[config.mk]
export PLATFORM = sky130hd
export DESIGN_NAME = imm_prefix_unit
export DESIGN_NICKNAME = d
export VERILOG_FILES = /design/src/rtl/imm_prefix_pkg.sv /design/src/rtl/imm_prefix_decode.sv /design/src/rtl/imm_prefix_hold.sv /design/src/rtl/imm_prefix_former.sv /design/src/rtl/imm_prefix_unit.sv
export SDC_FILE = /design/constraint.sdc
export NUM_CORES = 1
export LEC_CHECK = 0
export BUFFER_PORTS_ARGS = -buffer_cell sky130_fd_sc_hd__buf_4
export CAP_MARGIN = 20
export CORE_ASPECT_RATIO = 1.4
export CORE_MARGIN = 2
export CORE_UTILIZATION = 50
export DETAILED_ROUTE_END_ITERATION = 16
export HOLD_SLACK_MARGIN = 0.08
export PLACE_DENSITY = 0.91
export SYNTH_ARGS = -nofsm -noshare
export SYNTH_HDL_FRONTEND = slang
export SYNTH_HIERARCHICAL = 1
export SYNTH_SLANG_ARGS = --single-unit
[constraint.sdc]
create_clock -name clk -period 1.6 [get_ports clk]
set_input_delay 0.32 -clock clk [delete_from_list [all_inputs] [get_ports clk]]
set_output_delay 0.32 -clock clk [all_outputs]
set_load 0.05 [all_outputs]
[src/rtl/imm_prefix_pkg.sv]
package imm_prefix_pkg;

  localparam int unsigned WORD_W  = 32;
  localparam int unsigned HALF_W  = WORD_W / 2;
  localparam int unsigned OPC_W   = 6;
  localparam int unsigned REGF_W  = 5;
  localparam logic [OPC_W-1:0] PFX_OPC = 6'b101100;
  // position of the immediate-format bit inside the opcode field
  localparam int unsigned FMT_POS = 3;

  typedef struct packed {
    logic [OPC_W-1:0]  opc;
    logic [REGF_W-1:0] rd;
    logic [REGF_W-1:0] ra;
    logic [HALF_W-1:0] low;
  } insn_fields_t;

  typedef struct packed {
    logic is_prefix;
    logic is_immfmt;
  } insn_class_t;

endpackage

[src/rtl/imm_prefix_decode.sv]
module imm_prefix_decode
  import imm_prefix_pkg::*;
(
  input  logic [WORD_W-1:0] insn,
  output insn_class_t       cls,
  output logic [HALF_W-1:0] low_field
);

  insn_fields_t f;

  always_comb begin
    f             = insn_fields_t'(insn);
    cls.is_prefix = (f.opc == PFX_OPC) && (f.rd == '0) && (f.ra == '0);
    cls.is_immfmt = f.opc[FMT_POS];
    low_field     = f.low;
  end

endmodule

[src/rtl/imm_prefix_hold.sv]
module imm_prefix_hold
  import imm_prefix_pkg::*;
(
  input  logic              clk,
  input  logic              rst,
  input  logic              accept,
  input  logic              flush,
  input  logic              is_prefix,
  input  logic [HALF_W-1:0] low_field,
  output logic              pend_q,
  output logic              inhibit_q,
  output logic [HALF_W-1:0] hi_q
);

  logic pend_d;

  always_comb begin
    pend_d = pend_q;
    if (flush)       pend_d = 1'b0;
    else if (accept) pend_d = is_prefix;
  end

  always_ff @(posedge clk) begin
    if (rst) begin
      pend_q    <= 1'b0;
      inhibit_q <= 1'b0;
      hi_q      <= '0;
    end else begin
      pend_q    <= pend_d;
      inhibit_q <= pend_d;
      if (accept && is_prefix) hi_q <= low_field;
    end
  end

endmodule

[src/rtl/imm_prefix_former.sv]
module imm_prefix_former
  import imm_prefix_pkg::*;
(
  input  logic              clk,
  input  logic              rst,
  input  logic              accept,
  input  insn_class_t       cls,
  input  logic              pend,
  input  logic [HALF_W-1:0] hi,
  input  logic [HALF_W-1:0] low_field,
  output logic [WORD_W-1:0] imm_q
);

  logic [WORD_W-1:0] formed;

  always_comb begin
    if (pend) formed = {hi, low_field};
    else      formed = {{(WORD_W-HALF_W){low_field[HALF_W-1]}}, low_field};
  end

  always_ff @(posedge clk) begin
    if (rst) imm_q <= '0;
    else if (accept && cls.is_immfmt && !cls.is_prefix) imm_q <= formed;
  end

endmodule

[src/rtl/imm_prefix_unit.sv]
module imm_prefix_unit
  import imm_prefix_pkg::*;
(
  input  logic              clk,
  input  logic              rst,
  input  logic [WORD_W-1:0] insn_i,
  input  logic              insn_valid_i,
  input  logic              stall_i,
  input  logic              flush_i,
  output logic [WORD_W-1:0] imm_o,
  output logic              prefix_pending_o,
  output logic              irq_inhibit_o
);

  logic              accept;
  insn_class_t       cls;
  logic [HALF_W-1:0] low_field;
  logic [HALF_W-1:0] hi;

  assign accept = insn_valid_i && !stall_i && !flush_i;

  imm_prefix_decode u_dec (
    .insn      (insn_i),
    .cls       (cls),
    .low_field (low_field)
  );

  imm_prefix_hold u_hold (
    .clk       (clk),
    .rst       (rst),
    .accept    (accept),
    .flush     (flush_i),
    .is_prefix (cls.is_prefix),
    .low_field (low_field),
    .pend_q    (prefix_pending_o),
    .inhibit_q (irq_inhibit_o),
    .hi_q      (hi)
  );

  imm_prefix_former u_form (
    .clk       (clk),
    .rst       (rst),
    .accept    (accept),
    .cls       (cls),
    .pend      (prefix_pending_o),
    .hi        (hi),
    .low_field (low_field),
    .imm_q     (imm_o)
  );

endmodule

## Word-level counts from Yosys, hierarchy flattened

Index checks and enable logic that the tools add are counted.

- Register bits: 49
- Input bits: 37
- Output and inout bits: 34
- Word-level logic and storage cells: 18

- Equality and inequality tests: 1
- Muxes and demuxes: 1
- Reduce and logical (&&, ||, !) cells: 13

Operator list:

| kind | count |
|---|---|
| two-way mux 32 bit | 1 |
| logical NOT 5 bit | 2 |
| logical AND 1 bit | 7 |
| equality test 6 bit, second input constant | 1 |
| logical NOT 1 bit | 3 |
| OR reduction 2 bit | 1 |

## Depth between registers and ports, before layout

- Word-level depth: 5
- Gate-level depth with buffers: 7
- Gate-level depth less buffers: 5

## By module

Netlist, hierarchy kept.

By module, submodules not included:

| module | instances | cells each | area each (sq um) | sequential area each (sq um) |
|---|---|---|---|---|
| imm_prefix_former | 1 | 145 | 1258.7 | 640.6 |
| imm_prefix_hold | 1 | 78 | 802.0 | 340.3 |
| imm_prefix_decode | 1 | 22 | 168.9 | 0.0 |
| imm_prefix_unit | 1 | 1 | 12.5 | 0.0 |

## Worst setup path after synthesis

No wires, ideal clock.

- Path kind: flip-flop to flip-flop
- From: register u_hold/inhibit_q (netlist name)
- To: register u_form.imm_q[17]
- Setup time: 134 ps
- Arrival time: 1585 ps
- Data required time: 1466 ps
- Path slack: -119 ps
- Cell stages (with the launch flop): 8
- Path buffers: 4
- Period minus slack after synthesis: 1719 ps
- Path through: dfxtp_1 > buf_4 > buf_6 > nor2b_2 > buf_4 > buf_6 > a211oi_1 > nor3_1

RTL lines:

| item | line | RTL |
|---|---|---|
| end signal, assigned | imm_prefix_former.sv:23 | `else if (accept && cls.is_immfmt && !cls.is_prefix) imm_q <= formed;` |
| end, declared | imm_prefix_former.sv:11 | `output logic [WORD_W-1:0] imm_q` |

==> summary.log <==
qor: run_status.outcome finished clean
qor: sta.timing.max_slew.rel_slack 52.8%
qor: power_and_ir_drop.p_leak 1.06 nW
qor: clock_network.post_cts.resized_instances 0
qor: placement.detailedPlacementHpwl 3300 µm
qor: routing.route.detailed.wl_per_inst 13.5 µm
qor: sta.period_minus_slack 1.48 ns
qor: worst_setup_path.crit_slowest_cell sky130_fd_sc_hd__nor4b_1
qor: sta.clock-skew-final 0.00569 ns
qor: routing.vias 1814
qor: sta.setup-violations-final 0
qor: power_and_ir_drop.p_per_area 879 mW/mm²
qor: synthesis.synth_top_cell_area_share 43.8%
qor: sta.worst-slew-pin-transition 0.705 ns
qor: synthesis.yosys_top_cell_by_area sky130_fd_sc_hd__dfxtp_1
qor: global_route.antenna_found_initial 0
qor: sta.grt_setup_unrepaired no
qor: flow_run.max_capacitance_violation_count 0
qor: routing.drt-initial-drc-count 93
qor: synthesis.yosys_warnings 6
qor: power_and_ir_drop.power.switching_fraction 24.3%
qor: worst_setup_path.r2r-end u_form/imm_q[25]$_SDFFE_PP0P_
qor: sta.finalCritPeriodShare 92.5%
qor: power_and_ir_drop.power.ir.vdd_worst 620 µV
qor: clock_network.clock_latency 0.30 ns
qor: power_and_ir_drop.intPower 0.00181 W
qor: sta.max_clock_freq 675 MHz
qor: clock_network.root_buffer_master sky130_fd_sc_hd__clkbuf_8
qor: placement.port_buffers 70
qor: clock_network.clock_tree_from_tritoncts built
qor: sta.finalMaxSlewViolations 0
qor: synthesis.syn_nets 283
qor: routing.detailedRoute.firstPassIterationCount 4
qor: worst_setup_path.setup.worst_path.start insn_i[25]
qor: floorplanning.dieArea 0.00504 mm²
qor: worst_setup_path.criticalPathCategory input port to flip-flop
qor: floorplanning.die_h 83.2 µm
qor: routing.viasPerCell 5.20
qor: routing.postRouteAntennaNets 0
qor: clock_network.cts_made_buffers 5
qor: worst_setup_path.reg2reg_slack 0.33 ns
qor: worst_setup_path.crit_path_cell_trace buf_4 > nor4b_1 > and4_1 > and3b_1 > buf_12 > nor2_1 > nor3_2
qor: synthesis.syn_area 0.00224 mm²
qor: floorplanning.core-area 0.00427 mm²
qor: global_route.grt_max_degree 50
qor: power_and_ir_drop.totalPowerFinal 0.00239 W
qor: cells_and_area.syn_to_final_growth 21.4%
qor: power_and_ir_drop.clkPwrFrac 35.4%
qor: power_and_ir_drop.total_switching_power 0.000580 W
qor: floorplanning.placementRows 28
qor: worst_setup_path.reg2reg_start u_hold/inhibit_q$_SDFFE_PP0P_
qor: placement.gp_routability_congestion 0.709
qor: clock_network.clock_path_buffers 2
qor: clock_network.cts.reportedPaths.clkPinSlew 0.08 ns
qor: worst_setup_path.worst_path_largest_cell_delay 0.34 ns
qor: global_route.gr-total-overflow 0
qor: hold_path.hp-class input port to flip-flop
qor: worst_setup_path.worst_ep_arrival_time 1.66 ns
qor: power_and_ir_drop.share_comb_of_total_power 12.3%
qor: cells_and_area.most_common_cell_after_layout_fill_and_taps_aside sky130_fd_sc_hd__buf_4
qor: worst_setup_path.rr_worst_depth 3
qor: global_route.first_pass_grt_wire_length 7570 µm
qor: synthesis.ys_seq_elements 49
qor: cells_and_area.design_area 0.00272 mm²
qor: global_route.vias_in_the_first_global_route 1701
qor: routing.drt_wl_total 4730 µm
qor: floorplanning.io_pins 71
qor: sta.holdWs 0.204 ns
qor: synthesis.netlist-cell-type-count 25
qor: clock_network.cts-hold-fix-buffers 0
qor: worst_setup_path.endpoint u_form/imm_q[19]$_SDFFE_PP0P_
qor: cells_and_area.antennaDiodeCount 0
qor: power_and_ir_drop.power_frac_seq 52.3%
qor: worst_setup_path.critical_path.startpoint_type input port
qor: global_route.gr-usage-all-layers 19.4%
qor: cells_and_area.most-common-layout-cells sky130_fd_sc_hd__buf_4, sky130_fd_sc_hd__dfxtp_1, sky130_fd_sc_hd__nand2_1, sky130_fd_sc_hd__a21oi_1
qor: synthesis.postSynthAreaPerCell 9.11 µm²
qor: sta.final_hold_viol_count 0
qor: floorplanning.floorplan.die.width 60.6 µm
qor: cells_and_area.layout_cell_share_with_drive_strength_beyond_1 36.7%
qor: synthesis.synth_sequential_area_ratio 43.8%
qor: cells_and_area.finish.net_count 326
qor: routing.drt_drc_violations_left 0
qor: clock_network.post_cts_buffers 0
qor: clock_network.htreeDepth 2
qor: clock_network.numClockSinks 49
qor: synthesis.post_synth_inst_count 246
qor: synthesis.synth.area.top_cells sky130_fd_sc_hd__dfxtp_1, sky130_fd_sc_hd__buf_4, sky130_fd_sc_hd__a21bo_1, sky130_fd_sc_hd__nand2_1, sky130_fd_sc_hd__buf_6
qor: placement.placement.cell_area 0.00262 mm²
qor: floorplanning.initial_utilization 52.5%
qor: worst_setup_path.crit_fanout 25
qor: worst_setup_path.crit_path_end_kind flip-flop
qor: worst_setup_path.cp_data_required_time 1.78 ns
==> worst min-delay path by stage <==
| stage | start | to | slack, ns | cells after the start |
|---|---|---|---|---|
| after floorplan | flush_i | u_hold/inhibit_q$_SDFFE_PP0P_ | 0.39 | 1 |
| after global placement | u_form/imm_q[2]$_SDFFE_PP0P_ | u_form/imm_q[2]$_SDFFE_PP0P_ | 0.44 | 2 |
| after detailed placement | u_form/imm_q[3]$_SDFFE_PP0P_ | u_form/imm_q[3]$_SDFFE_PP0P_ | 0.45 | 2 |
| after CTS | flush_i | u_hold/inhibit_q$_SDFFE_PP0P_ | 0.20 | 2 |
| after global routing | flush_i | u_hold/inhibit_q$_SDFFE_PP0P_ | 0.20 | 2 |
| final | flush_i | u_hold/inhibit_q$_SDFFE_PP0P_ | 0.20 | 2 |
==> metrics by stage <==
| stage | utilization, % | setup WS [ns] | cells | TNS, ns |
|---|---|---|---|---|
| 6_report | 63.7 | 0.119 | 349 | 0 |
| 5_1_grt | 63.7 | 0.0385 | 349 | 0 |
| 4_1_cts | 63.7 | 0.127 | 349 | 0 |
| 3_5_place_dp | 61.3 | -0.151 | 342 | -4.20 |
| 3_3_place_gp | 61.3 | -0.0616 | 342 | -0.987 |
| 2_1_floorplan | - | 0.0652 | 246 | 0 |
==> kinds of logic (layout without fill, tap and decap cells) <==
logic type / Yosys count / after routing / synth area share [%]
compound gates: 64 / 64 / 21.8
buf+inv: 42 / 85 / 14.1
flops: 49 / 49 / 43.7
mux: 1 / 1 / 0.446
simple gates: 90 / 90 / 19.9
==> cells in the mapped netlist <==
master / number
sky130_fd_sc_hd__nor2b_2: 1
sky130_fd_sc_hd__nor4_1: 1
sky130_fd_sc_hd__and3b_1: 1
sky130_fd_sc_hd__a21oi_1: 22
sky130_fd_sc_hd__nand2_1: 32
sky130_fd_sc_hd__mux2i_1: 1
sky130_fd_sc_hd__buf_6: 10
sky130_fd_sc_hd__a21bo_2: 3
sky130_fd_sc_hd__a21bo_1: 13
sky130_fd_sc_hd__nor3_2: 2
sky130_fd_sc_hd__a21oi_2: 10
sky130_fd_sc_hd__nor3b_2: 1
sky130_fd_sc_hd__a211oi_1: 14
sky130_fd_sc_hd__buf_4: 20
sky130_fd_sc_hd__clkbuf_2: 1
sky130_fd_sc_hd__clkbuf_1: 5
sky130_fd_sc_hd__nand3b_4: 1
sky130_fd_sc_hd__nor4b_1: 3
sky130_fd_sc_hd__dfxtp_1: 49
sky130_fd_sc_hd__and4_1: 1
sky130_fd_sc_hd__nor3_1: 15
sky130_fd_sc_hd__nand3_1: 16
sky130_fd_sc_hd__buf_2: 6
sky130_fd_sc_hd__a211oi_2: 2
sky130_fd_sc_hd__nor2_1: 16
==> flip-flops by register name, summed over array words and instances (netlist names) <==
signal            count
u_form/imm_q         32
u_hold/hi_q          16
u_hold/inhibit_q      1
==> power by group through the flow <==
stage | clock, W | sequential (W) | combinational, W
after floorplan | 0 | 0.00136 | 0.000129
after global placement | 0 | 0.00128 | 0.000291
after detailed placement | 0 | 0.00128 | 0.000295
after CTS | 0.000863 | 0.00125 | 0.000295
after global routing | 0.000899 | 0.00125 | 0.000315
final | 0.000847 | 0.00125 | 0.000294
==> critical path, delay by kind of cell <==
family | cells | cell delay (ns)
simple gates | 5 | 1.05
buf+inv | 2 | 0.28
==> final cells by class <==
cell class	count	area, µm²
multi-input cells	155	951
repair buffers	78	611
fillers	366	1550
well taps	60	75.1
flip-flops and latches	49	982
clock buffers	5	68.8
clock inverters	2	35.0
==> metal layers <==
layer	up-vias	track usage, %	wire length (µm)
li1	919	-	-
met1	835	21.5	1890
met2	51	33.5	2540
met3	9	4.98	217
met4	0	8.10	89
met5	-	0	0
Power figures use the tool's default switching activity.
